[src/rtl/fpx_pkg.sv]
package fpx_pkg;
  localparam int NCAUSE = 6;
  localparam int C_INV = 0;
  localparam int C_DZ  = 1;
  localparam int C_OVF = 2;
  localparam int C_UDF = 3;
  localparam int C_INX = 4;
  localparam int C_UNI = 5;
  localparam int NEN   = NCAUSE - 1;

  typedef enum logic [1:0] {
    RND_NEAR = 2'b00,
    RND_ZERO = 2'b01,
    RND_UP   = 2'b10,
    RND_DOWN = 2'b11
  } rnd_e;

  typedef enum logic [1:0] {
    FIX_PASS = 2'd0,
    FIX_INF  = 2'd1,
    FIX_MAX  = 2'd2,
    FIX_ZERO = 2'd3
  } fix_e;

  typedef struct packed {
    fix_e              fixSel;
    logic              wrEn;
    logic              trap;
    logic [NCAUSE-1:0] setMask;
  } strobe_t;
endpackage

[src/rtl/fpx_ctrl.sv]
module fpx_ctrl
  import fpx_pkg::*;
(
  input  logic           clk,
  input  logic           rstN,
  input  logic           opValid,
  input  logic           resSign,
  input  logic           rawOvf,
  input  logic           rawUdf,
  input  logic           rawInexact,
  input  logic           rawDivZero,
  input  logic           rawInvalid,
  input  logic [1:0]     rndMode,
  input  logic [NEN-1:0] trapEnable,
  input  logic           denormZero,
  output strobe_t        strobe
);
  logic              ovfMasked;
  logic              udfMasked;
  logic              unimpl;
  logic              useInf;
  logic              trapAny;
  logic [NCAUSE-1:0] cause;
  logic [NCAUSE-1:0] armed;
  rnd_e              mode;

  assign mode      = rnd_e'(rndMode);
  assign ovfMasked = rawOvf & ~trapEnable[C_OVF];
  assign udfMasked = rawUdf & ~trapEnable[C_UDF];
  assign unimpl    = udfMasked & ~denormZero;

  always_comb begin
    cause        = '0;
    cause[C_INV] = rawInvalid;
    cause[C_DZ]  = rawDivZero;
    cause[C_OVF] = rawOvf;
    cause[C_UDF] = rawUdf;
    cause[C_INX] = rawInexact | ovfMasked;
    cause[C_UNI] = unimpl;
  end

  // Enabled conditions arm a trap; the unimplemented case always does.
  for (genvar i = 0; i < NCAUSE; i++) begin : g_arm
    if (i == C_UNI) begin : g_always
      assign armed[i] = cause[i];
    end else begin : g_gated
      assign armed[i] = cause[i] & trapEnable[i];
    end
  end

  assign trapAny = |armed;

  always_comb begin
    unique case (mode)
      RND_NEAR: useInf = 1'b1;
      RND_ZERO: useInf = 1'b0;
      RND_UP:   useInf = ~resSign;
      RND_DOWN: useInf = resSign;
      default:  useInf = 1'b1;
    endcase
  end

  always_comb begin
    strobe.fixSel  = FIX_PASS;
    if (ovfMasked)
      strobe.fixSel = useInf ? FIX_INF : FIX_MAX;
    else if (udfMasked && denormZero)
      strobe.fixSel = FIX_ZERO;
    strobe.wrEn    = opValid & ~trapAny;
    strobe.trap    = opValid & trapAny;
    strobe.setMask = opValid ? cause : '0;
  end

  // an enabled condition on a valid op always requests a trap
  a_r4_enabled_traps: assert property (@(posedge clk) disable iff (!rstN)
    (opValid && ((rawOvf && trapEnable[C_OVF]) || (rawDivZero && trapEnable[C_DZ])
      || (rawInvalid && trapEnable[C_INV]))) |-> (strobe.trap && !strobe.wrEn));

  // masked underflow without flush always traps
  a_r5_unimpl_trap: assert property (@(posedge clk) disable iff (!rstN)
    (opValid && rawUdf && !trapEnable[C_UDF] && !denormZero) |-> (strobe.trap && !strobe.wrEn));

  // no activity without the operation strobe
  a_r9_idle_quiet: assert property (@(posedge clk) disable iff (!rstN)
    !opValid |-> (!strobe.trap && !strobe.wrEn && strobe.setMask == '0));
endmodule

[src/rtl/fpx_datapath.sv]
module fpx_datapath
  import fpx_pkg::*;
#(
  parameter int DATA_W = 32,
  parameter int EXP_W  = 8
) (
  input  logic              clk,
  input  logic              rstN,
  input  strobe_t           strobe,
  input  logic              resSign,
  input  logic [DATA_W-1:0] candResult,
  input  logic              stickyClr,
  output logic [DATA_W-1:0] outResult,
  output logic [NCAUSE-1:0] causeFlags
);
  localparam int FRAC_W = DATA_W - 1 - EXP_W;
  localparam logic [DATA_W-2:0] MAG_INF = {{EXP_W{1'b1}}, {FRAC_W{1'b0}}};
  localparam logic [DATA_W-2:0] MAG_MAX = {{(EXP_W-1){1'b1}}, 1'b0, {FRAC_W{1'b1}}};

  logic [NCAUSE-1:0] flagsQ;
  logic [NCAUSE-1:0] flagsD;

  always_comb begin
    unique case (strobe.fixSel)
      FIX_INF:  outResult = {resSign, MAG_INF};
      FIX_MAX:  outResult = {resSign, MAG_MAX};
      FIX_ZERO: outResult = {resSign, {(DATA_W-1){1'b0}}};
      default:  outResult = candResult;
    endcase
  end

  assign flagsD = (stickyClr ? '0 : flagsQ) | strobe.setMask;

  always_ff @(posedge clk) begin
    if (!rstN) flagsQ <= '0;
    else       flagsQ <= flagsD;
  end

  assign causeFlags = flagsQ;

  // without a clear, no flag ever drops
  a_r8_sticky_hold: assert property (@(posedge clk) disable iff (!rstN)
    !stickyClr |=> ((causeFlags & $past(causeFlags)) == $past(causeFlags)));

  // a flush never yields a nonzero magnitude
  a_r6_flush_zero: assert property (@(posedge clk) disable iff (!rstN)
    (strobe.fixSel == FIX_ZERO) |-> (outResult[DATA_W-2:0] == '0));

  // a substituted overflow value always has an all-ones-top exponent
  a_r1_ovf_exp: assert property (@(posedge clk) disable iff (!rstN)
    (strobe.fixSel == FIX_INF || strobe.fixSel == FIX_MAX)
      |-> (outResult[DATA_W-2 -: EXP_W-1] == '1 && outResult[DATA_W-1] == resSign));
endmodule

[src/rtl/fp_exc_fixup.sv]
module fp_exc_fixup
  import fpx_pkg::*;
#(
  parameter int DATA_W = 32,
  parameter int EXP_W  = 8
) (
  input  logic              clk,
  input  logic              rstN,
  input  logic              opValid,
  input  logic              resSign,
  input  logic              rawOvf,
  input  logic              rawUdf,
  input  logic              rawInexact,
  input  logic              rawDivZero,
  input  logic              rawInvalid,
  input  logic [1:0]        rndMode,
  input  logic [4:0]        trapEnable,
  input  logic              denormZero,
  input  logic [DATA_W-1:0] candResult,
  input  logic              stickyClr,
  output logic [DATA_W-1:0] outResult,
  output logic              outWrite,
  output logic              trapReq,
  output logic [5:0]        causeFlags
);
  strobe_t strobe;

  fpx_ctrl u_ctrl (
    .clk        (clk),
    .rstN       (rstN),
    .opValid    (opValid),
    .resSign    (resSign),
    .rawOvf     (rawOvf),
    .rawUdf     (rawUdf),
    .rawInexact (rawInexact),
    .rawDivZero (rawDivZero),
    .rawInvalid (rawInvalid),
    .rndMode    (rndMode),
    .trapEnable (trapEnable),
    .denormZero (denormZero),
    .strobe     (strobe)
  );

  fpx_datapath #(.DATA_W(DATA_W), .EXP_W(EXP_W)) u_dp (
    .clk        (clk),
    .rstN       (rstN),
    .strobe     (strobe),
    .resSign    (resSign),
    .candResult (candResult),
    .stickyClr  (stickyClr),
    .outResult  (outResult),
    .causeFlags (causeFlags)
  );

  assign outWrite = strobe.wrEn;
  assign trapReq  = strobe.trap;

  // a trap and a write never coincide
  a_r4_trap_no_write: assert property (@(posedge clk) disable iff (!rstN)
    trapReq |-> !outWrite);

  // masked overflow leaves the inexact flag set
  a_r3_ovf_inexact: assert property (@(posedge clk) disable iff (!rstN)
    (opValid && rawOvf && !trapEnable[2]) |=> causeFlags[4]);

  // an unflagged op writes the candidate untouched
  a_r7_passthru: assert property (@(posedge clk) disable iff (!rstN)
    (opValid && !rawOvf && !rawUdf && !rawInexact && !rawDivZero && !rawInvalid)
      |-> (outWrite && outResult == candResult));
endmodule

[config.mk]
export PLATFORM = sky130hd
export DESIGN_NAME = fp_exc_fixup
export DESIGN_NICKNAME = d
export VERILOG_FILES = /design/src/rtl/fpx_pkg.sv /design/src/rtl/fpx_ctrl.sv /design/src/rtl/fpx_datapath.sv /design/src/rtl/fp_exc_fixup.sv
export SDC_FILE = /design/constraint.sdc
export NUM_CORES = 1
export LEC_CHECK = 0
export ABC_AREA = 0
export BUFFER_PORTS_ARGS = -buffer_cell sky130_fd_sc_hd__buf_2
export CORE_MARGIN = 2
export CORE_UTILIZATION = 25
export CTS_CLUSTER_SIZE = 28
export DETAILED_ROUTE_END_ITERATION = 7
export GPL_TIMING_DRIVEN = 0
export PLACE_DENSITY = 0.68
export SETUP_SLACK_MARGIN = 0.05
export SYNTH_ARGS = -nofsm -noshare
export SYNTH_HDL_FRONTEND = slang
export SYNTH_SLANG_ARGS = --single-unit
[constraint.sdc]
create_clock -name clk -period 3.9 [get_ports clk]
set_input_delay 0.78 -clock clk [delete_from_list [all_inputs] [get_ports clk]]
set_output_delay 0.78 -clock clk [all_outputs]
set_load 0.05 [all_outputs]
## Yosys cells after proc, flatten, opt, wreduce, memory -nomap -nowiden

Index checks and enable logic that the tools add are counted.

- Output and inout port bits: 40
- Logic and storage cells: 34
- Register bits: 6
- Input port bits: 50

- Muxes and demuxes: 7
- Equality and inequality tests: 6
- Reductions and logical operators: 3
- Bitwise logic cells: 17

Operators with widths:

| cell | number |
|---|---|
| 32-bit case mux with 3 select lines | 1 |
| 6-bit two-way mux | 2 |
| 1-bit AND | 10 |
| 2-bit == test, second input constant | 4 |
| 2-bit two-way mux | 3 |
| 6-bit bitwise OR | 1 |
| 6-bit OR reduction | 1 |
| 1-bit NOT | 5 |
| 2-bit by 1-bit == test with 1-bit output, second input constant | 2 |
| 1-bit case mux with 4 select lines | 1 |
| 2-bit logical NOT | 1 |
| 1-bit logical AND | 1 |
| 1-bit bitwise OR | 1 |

## Logic depth before layout (Yosys ltp)

- Depth in word-level cells: 7
- Gate-level depth with buffers: 6
- Mapped depth without buffers: 3

## By module

Synthesis repeated with hierarchy kept, for this count alone.

- Cells, all modules: 117
- Area, all modules: 693.2 um^2

Modules (own cells, without submodules):

| module | cells each | sequential area each (um^2) | area each (um^2) | times used |
|---|---|---|---|---|
| fpx_datapath | 95 | 120.1 | 566.8 | 1 |
| fpx_ctrl | 22 | 0.0 | 126.4 | 1 |

## Least setup slack after synthesis

OpenSTA, ideal clock, no wires.

- Path type: input to output
- Start: input denormZero
- End: output trapReq
- Required time: 3120 ps
- Cell stages on the path: 2
- Arrival: 1981 ps
- Buffers on the path: 0
- Slack: 1139 ps
- Cells stage by stage: or3b_1 a31oi_1

- Cells in the longest elaborated chain, start to end: 4

RTL lines:

| what | line | source |
|---|---|---|
| start, declared | fp_exc_fixup.sv:18 | `input logic denormZero,` |
| 1-bit NOT | fpx_ctrl.sv:30 | `assign unimpl = udfMasked & ~denormZero;` |
| 1-bit AND | fpx_ctrl.sv:30 |  |
| 6-bit OR reduction | fpx_ctrl.sv:51 | `assign trapAny = \|armed;` |
| 1-bit AND | fpx_ctrl.sv:70 | `strobe.trap = opValid & trapAny;` |
| end, declared | fp_exc_fixup.sv:23 | `output logic trapReq,` |

Every way passes these cells.

## Final worst setup path

- Start: input trapEnable[2]
- End: output outResult[16]

- Cells in the longest elaborated chain, start to end: 5
- Elaborated cells on any way between the ends: 7

RTL lines:

| what | line | source |
|---|---|---|
| start, declared | fp_exc_fixup.sv:17 | `input logic [4:0] trapEnable,` |
| 1-bit NOT (*) | fpx_ctrl.sv:28 | `assign ovfMasked = rawOvf & ~trapEnable[C_OVF];` |
| 1-bit AND (*) | fpx_ctrl.sv:28 |  |
| 2-bit two-way mux (*) | fpx_ctrl.sv:65 | `if (ovfMasked)` |
| 2-bit == test / 2-bit by 1-bit == test with 1-bit output (equally long branches) | fpx_datapath.sv:24 | `unique case (strobe.fixSel)` |
| 32-bit case mux with 3 select lines (*) | fpx_datapath.sv:24 |  |
| end, declared | fp_exc_fixup.sv:21 | `output logic [DATA_W-1:0] outResult,` |

Every way passes the cells marked *; elsewhere a longest branch is shown, timed or not.

==> reports/metrics.sh <==
OUTCOME='finished clean'
REQUIRED_ARRIVAL_TIME_AT_THE_WORST_ENDPOINT_NS=3.12
GRT.OVERFLOW.TOTAL=0
FIRST_GLOBAL_VIAS=749
WORSTSKEWPAIRLATENCY_NS=0.24
TOTAL_LEAKAGE_POWER_nW=0.7873
CTS.HTREE.LEVELS=1
P_INT_W=0.0001727
TIMING.RR.START='u_dp.causeFlags[0]'
DRC=0
NUMBER_OF_DRC_MARKERS_AFTER_THE_INITIAL_DETAILED_ROUTE_ITERATION=10
CTS_NUM_SINKS=6
DIE_AREA_UM2=3000
CLOCKPOWERSHARE=0.158
FINAL-SETUP-VIOL-COUNT=0
POSTSYNTHREGISTERBITS=6
DP_WORST_SETUP_SLACK_NS=1.154
R2R_CELLS=2
HPWL_UM=1827
PORT_BUFFERS=89
CRIT_PATH_END_KIND='output port'
FINAL-HOLD-VIOLATION-COUNT=0
FINCLKSKEW_NS=0
I_O_PIN_CNT=90
LAYOUT.NETS=224
POWER.DENSITY_CELL_AREA_nW_PER_UM2=319.5
CORE.ROWCOUNT=18
CRIT_FANOUT=10
WORST-SLEW-PIN-TRANSITION_NS=0.3032
CTS_TREE='yes'
CRIT_START='trapEnable[2]'
NUM_ANTENNA_CELLS=0
VIAS_PER_CELL=4.639
SYNTH.YOSYS.SEQ_AREA_SHARE=0.1864
MIN-DELAY-START='u_dp.causeFlags[4]'
CELLS_ON_WORST_HOLD_PATH=2
POWER.SHARE.COMBINATIONAL=0.661
TOTAL_VIA_COUNT_AFTER_DETAILED_ROUTING=937
LARGEST_VDD_SUPPLY_DROP_uV=193.8
CLOCK_PATH_BUFFERS=2
POSTCTSSETUPBUFFERS=0
WORST_SETUP_HOLD_PATH_CLK_SLEW_NS=0.04
CTS_ROOT_BUF='sky130_fd_sc_hd__clkbuf_4'
DRT_PASS1_ITERATIONS=4
SYNTH.CELL_AREA_UM2=644.4
SEQ_POWER_SHARE=0.181
GLOBAL_ROUTE.USAGE.TOTAL=0.1366
AREA_OF_THE_CORE_REGION_UM2=2455
HOLD_CLASS='flip-flop to flip-flop'
LARGEST_REGISTER_FF_COUNT=6
SETUP_TOTAL_NEGATIVE_SLACK_NS=0
MIN_PERIOD_NS=2.737
POWER.SWITCHING_W=0.0001946
WIRE_PER_INST_UM=10.61
LAYOUT-AREA-OVERHEAD-VS-SYNTH_PCT=78.45
TIMING.MAX_SLEW.REL_SLACK=0.7979
TIMING.CRITICAL_PATH.FROM_TYPE='input port'
DIE_HEIGHT_UM=54.77
SYNTHESIZED_AREA_PER_CELL_UM2=8.055
TRITONCTS.NUM_BUFFERS=3
SWITCHING_SHARE=0.5298
CRITICAL_PATH_ARRIVAL_NS=1.96
DIE_WIDTH_UM=54.77
PIN_COUNT_OF_THE_BIGGEST_NET_ENTERING_GLOBAL_ROUTING=11
GRT_ANTENNA_BEFORE_REPAIR=0
DRIVE_GT1_FRAC=0.6163
POSTROUTEANTENNANETS=0
TIMING.SETUP.CRITICAL_PATH_CLASS='input port to output port'
WIRE_LENGTH_OF_THE_FIRST_GLOBAL_ROUTING_PASS_UM=2987
SETUP_REPAIR_AFTER_GLOBAL_ROUTING_MISSED_ITS_MARGIN='no'
FINALWIRELENGTH_UM=2144
SYN-NUM-NETS=130
YOSYS_WARNINGS=0
SLEW_VIOL_FINAL=0
TIMING.FMAX_GHz=0.3654
TIMING.MAX_CAP.VIOLATIONS=0
POST-ROUTE-PERIOD-UTIL=0.7017
SYNTH_CELL_TYPES=27
CRIT_PATH_SETUP_SLACK_LAYOUT_NS=1.163
SYNTHCELLS=80
INITIAL_UTILIZATION=0.2625
POST_CTS_RESIZE_COUNT=0
PLACE_CONGESTION=0.7588
POSTCTSHOLDBUFS=0
## synthesized netlist by cell type
master	n	area share
sky130_fd_sc_hd__a31oi_1	1	0.0097
sky130_fd_sc_hd__a21o_2	3	0.041
sky130_fd_sc_hd__a22o_1	1	0.014
sky130_fd_sc_hd__o21ai_0	2	0.016
sky130_fd_sc_hd__mux2_4	1	0.023
sky130_fd_sc_hd__dfxtp_1	6	0.19
sky130_fd_sc_hd__nor2_1	1	0.0058
sky130_fd_sc_hd__a22oi_1	4	0.047
sky130_fd_sc_hd__nor2b_1	5	0.049
sky130_fd_sc_hd__and2_4	1	0.014
sky130_fd_sc_hd__buf_2	2	0.016
sky130_fd_sc_hd__a21boi_0	1	0.012
sky130_fd_sc_hd__nand3b_4	1	0.031
sky130_fd_sc_hd__a21o_1	20	0.23
sky130_fd_sc_hd__nand2b_1	1	0.0097
sky130_fd_sc_hd__inv_1	2	0.012
sky130_fd_sc_hd__buf_6	4	0.070
sky130_fd_sc_hd__and4_1	1	0.014
sky130_fd_sc_hd__a2bb2oi_1	1	0.014
sky130_fd_sc_hd__a21oi_4	1	0.025
sky130_fd_sc_hd__a221oi_1	1	0.014
sky130_fd_sc_hd__a21oi_1	1	0.0078
sky130_fd_sc_hd__or3b_1	1	0.014
sky130_fd_sc_hd__a21bo_2	1	0.016
sky130_fd_sc_hd__nand2_1	15	0.087
sky130_fd_sc_hd__and2b_1	1	0.012
sky130_fd_sc_hd__nand3b_1	1	0.012
## cell usage in the layout, fill, tap and decap left out
master,Yosys,routed
sky130_fd_sc_hd__nand3b_4,1,1
sky130_fd_sc_hd__nand2b_1,1,1
sky130_fd_sc_hd__a21o_2,3,3
sky130_fd_sc_hd__buf_2,2,91
sky130_fd_sc_hd__a21oi_4,1,1
sky130_fd_sc_hd__buf_6,4,4
sky130_fd_sc_hd__nor2b_1,5,5
sky130_fd_sc_hd__nand2_1,15,15
sky130_fd_sc_hd__inv_1,2,2
sky130_fd_sc_hd__a21oi_1,1,1
sky130_fd_sc_hd__a22oi_1,4,4
sky130_fd_sc_hd__a21boi_0,1,1
sky130_fd_sc_hd__nand3b_1,1,1
sky130_fd_sc_hd__a2bb2oi_1,1,1
sky130_fd_sc_hd__or3b_1,1,1
sky130_fd_sc_hd__and2_4,1,1
sky130_fd_sc_hd__a31oi_1,1,1
sky130_fd_sc_hd__o21ai_0,2,2
sky130_fd_sc_hd__clkbuf_4,0,3
sky130_fd_sc_hd__and4_1,1,1
sky130_fd_sc_hd__mux2_4,1,1
sky130_fd_sc_hd__and2b_1,1,1
sky130_fd_sc_hd__dfxtp_1,6,6
sky130_fd_sc_hd__a21bo_2,1,1
sky130_fd_sc_hd__a21o_1,20,20
sky130_fd_sc_hd__a221oi_1,1,1
sky130_fd_sc_hd__a22o_1,1,1
sky130_fd_sc_hd__nor2_1,1,1
## cells by family after synthesis
logic type | count (synthesis) | share of synthesized area
AO/OA/AOI/OAI | 37 | 0.4466
buffers and inverters | 8 | 0.09709
flip-flops | 6 | 0.1864
multiplexers | 1 | 0.02329
AND/OR/NAND/NOR | 28 | 0.2466
## worst paths after layout
check	end	slack (ns)
setup / recovery	outResult[16]	1.16
hold / removal	u_dp.causeFlags[4]	0.49
setup reg to reg	u_dp.causeFlags[0]	3.24
hold reg to reg	u_dp.causeFlags[4]	0.49
## metal layers
layer | routed length [um] | share of wire | GRT usage | vias to the layer above
met5 | 0 | 0 | 0 | -
met4 | 5 | 0.0023 | 0.06250 | 0
met3 | 281 | 0.13 | 0.02186 | 2
met2 | 1026 | 0.48 | 0.2460 | 59
met1 | 831 | 0.39 | 0.1547 | 406
li1 | - | - | - | 470
## through the flow
step	util	instances	instance area, um^2	total power, W	hold WS (ns)
after floorplan	-	80	644.4	0.0002469	0.6901
after global placement	0.4592	199	1127	0.0003090	0.4677
after detailed placement	0.4592	199	1127	0.0003116	0.4755
after CTS	0.4684	202	1150	0.0003726	0.4868
after global routing	0.4684	202	1150	0.0003893	0.5278
final	0.4684	202	1150	0.0003674	0.4903
## power by group through the flow
stage	Combinational (W)	Sequential, W	Clock (W)
2_1_floorplan	0.000169	0.0000783	0
3_3_place_gp	0.000242	0.0000674	0
3_5_place_dp	0.000244	0.0000673	0
4_1_cts	0.000245	0.0000663	0.0000616
5_1_grt	0.000259	0.0000666	0.0000637
6_report	0.000243	0.0000665	0.0000579
## worst max-delay path: stages
cell,delay (ns)
sky130_fd_sc_hd__buf_2,0.11
sky130_fd_sc_hd__nand2b_1,0.14
sky130_fd_sc_hd__buf_6,0.14
sky130_fd_sc_hd__a21oi_4,0.17
sky130_fd_sc_hd__buf_2,0.24
sky130_fd_sc_hd__a21o_1,0.12
sky130_fd_sc_hd__buf_2,0.26
## cell type report
| class | count | area (um^2) |
|---|---|---|
| Multi-Input combinational cell | 66 | 461.7 |
| Buffer | 6 | 55.05 |
| Tap cell | 30 | 37.54 |
| Clock buffer | 3 | 22.52 |
| Inverter | 2 | 7.507 |
| Timing Repair Buffer | 89 | 445.4 |
| Sequential cell | 6 | 120.1 |
| Fill cell | 242 | 1305 |
Power figures use the tool's default switching activity.
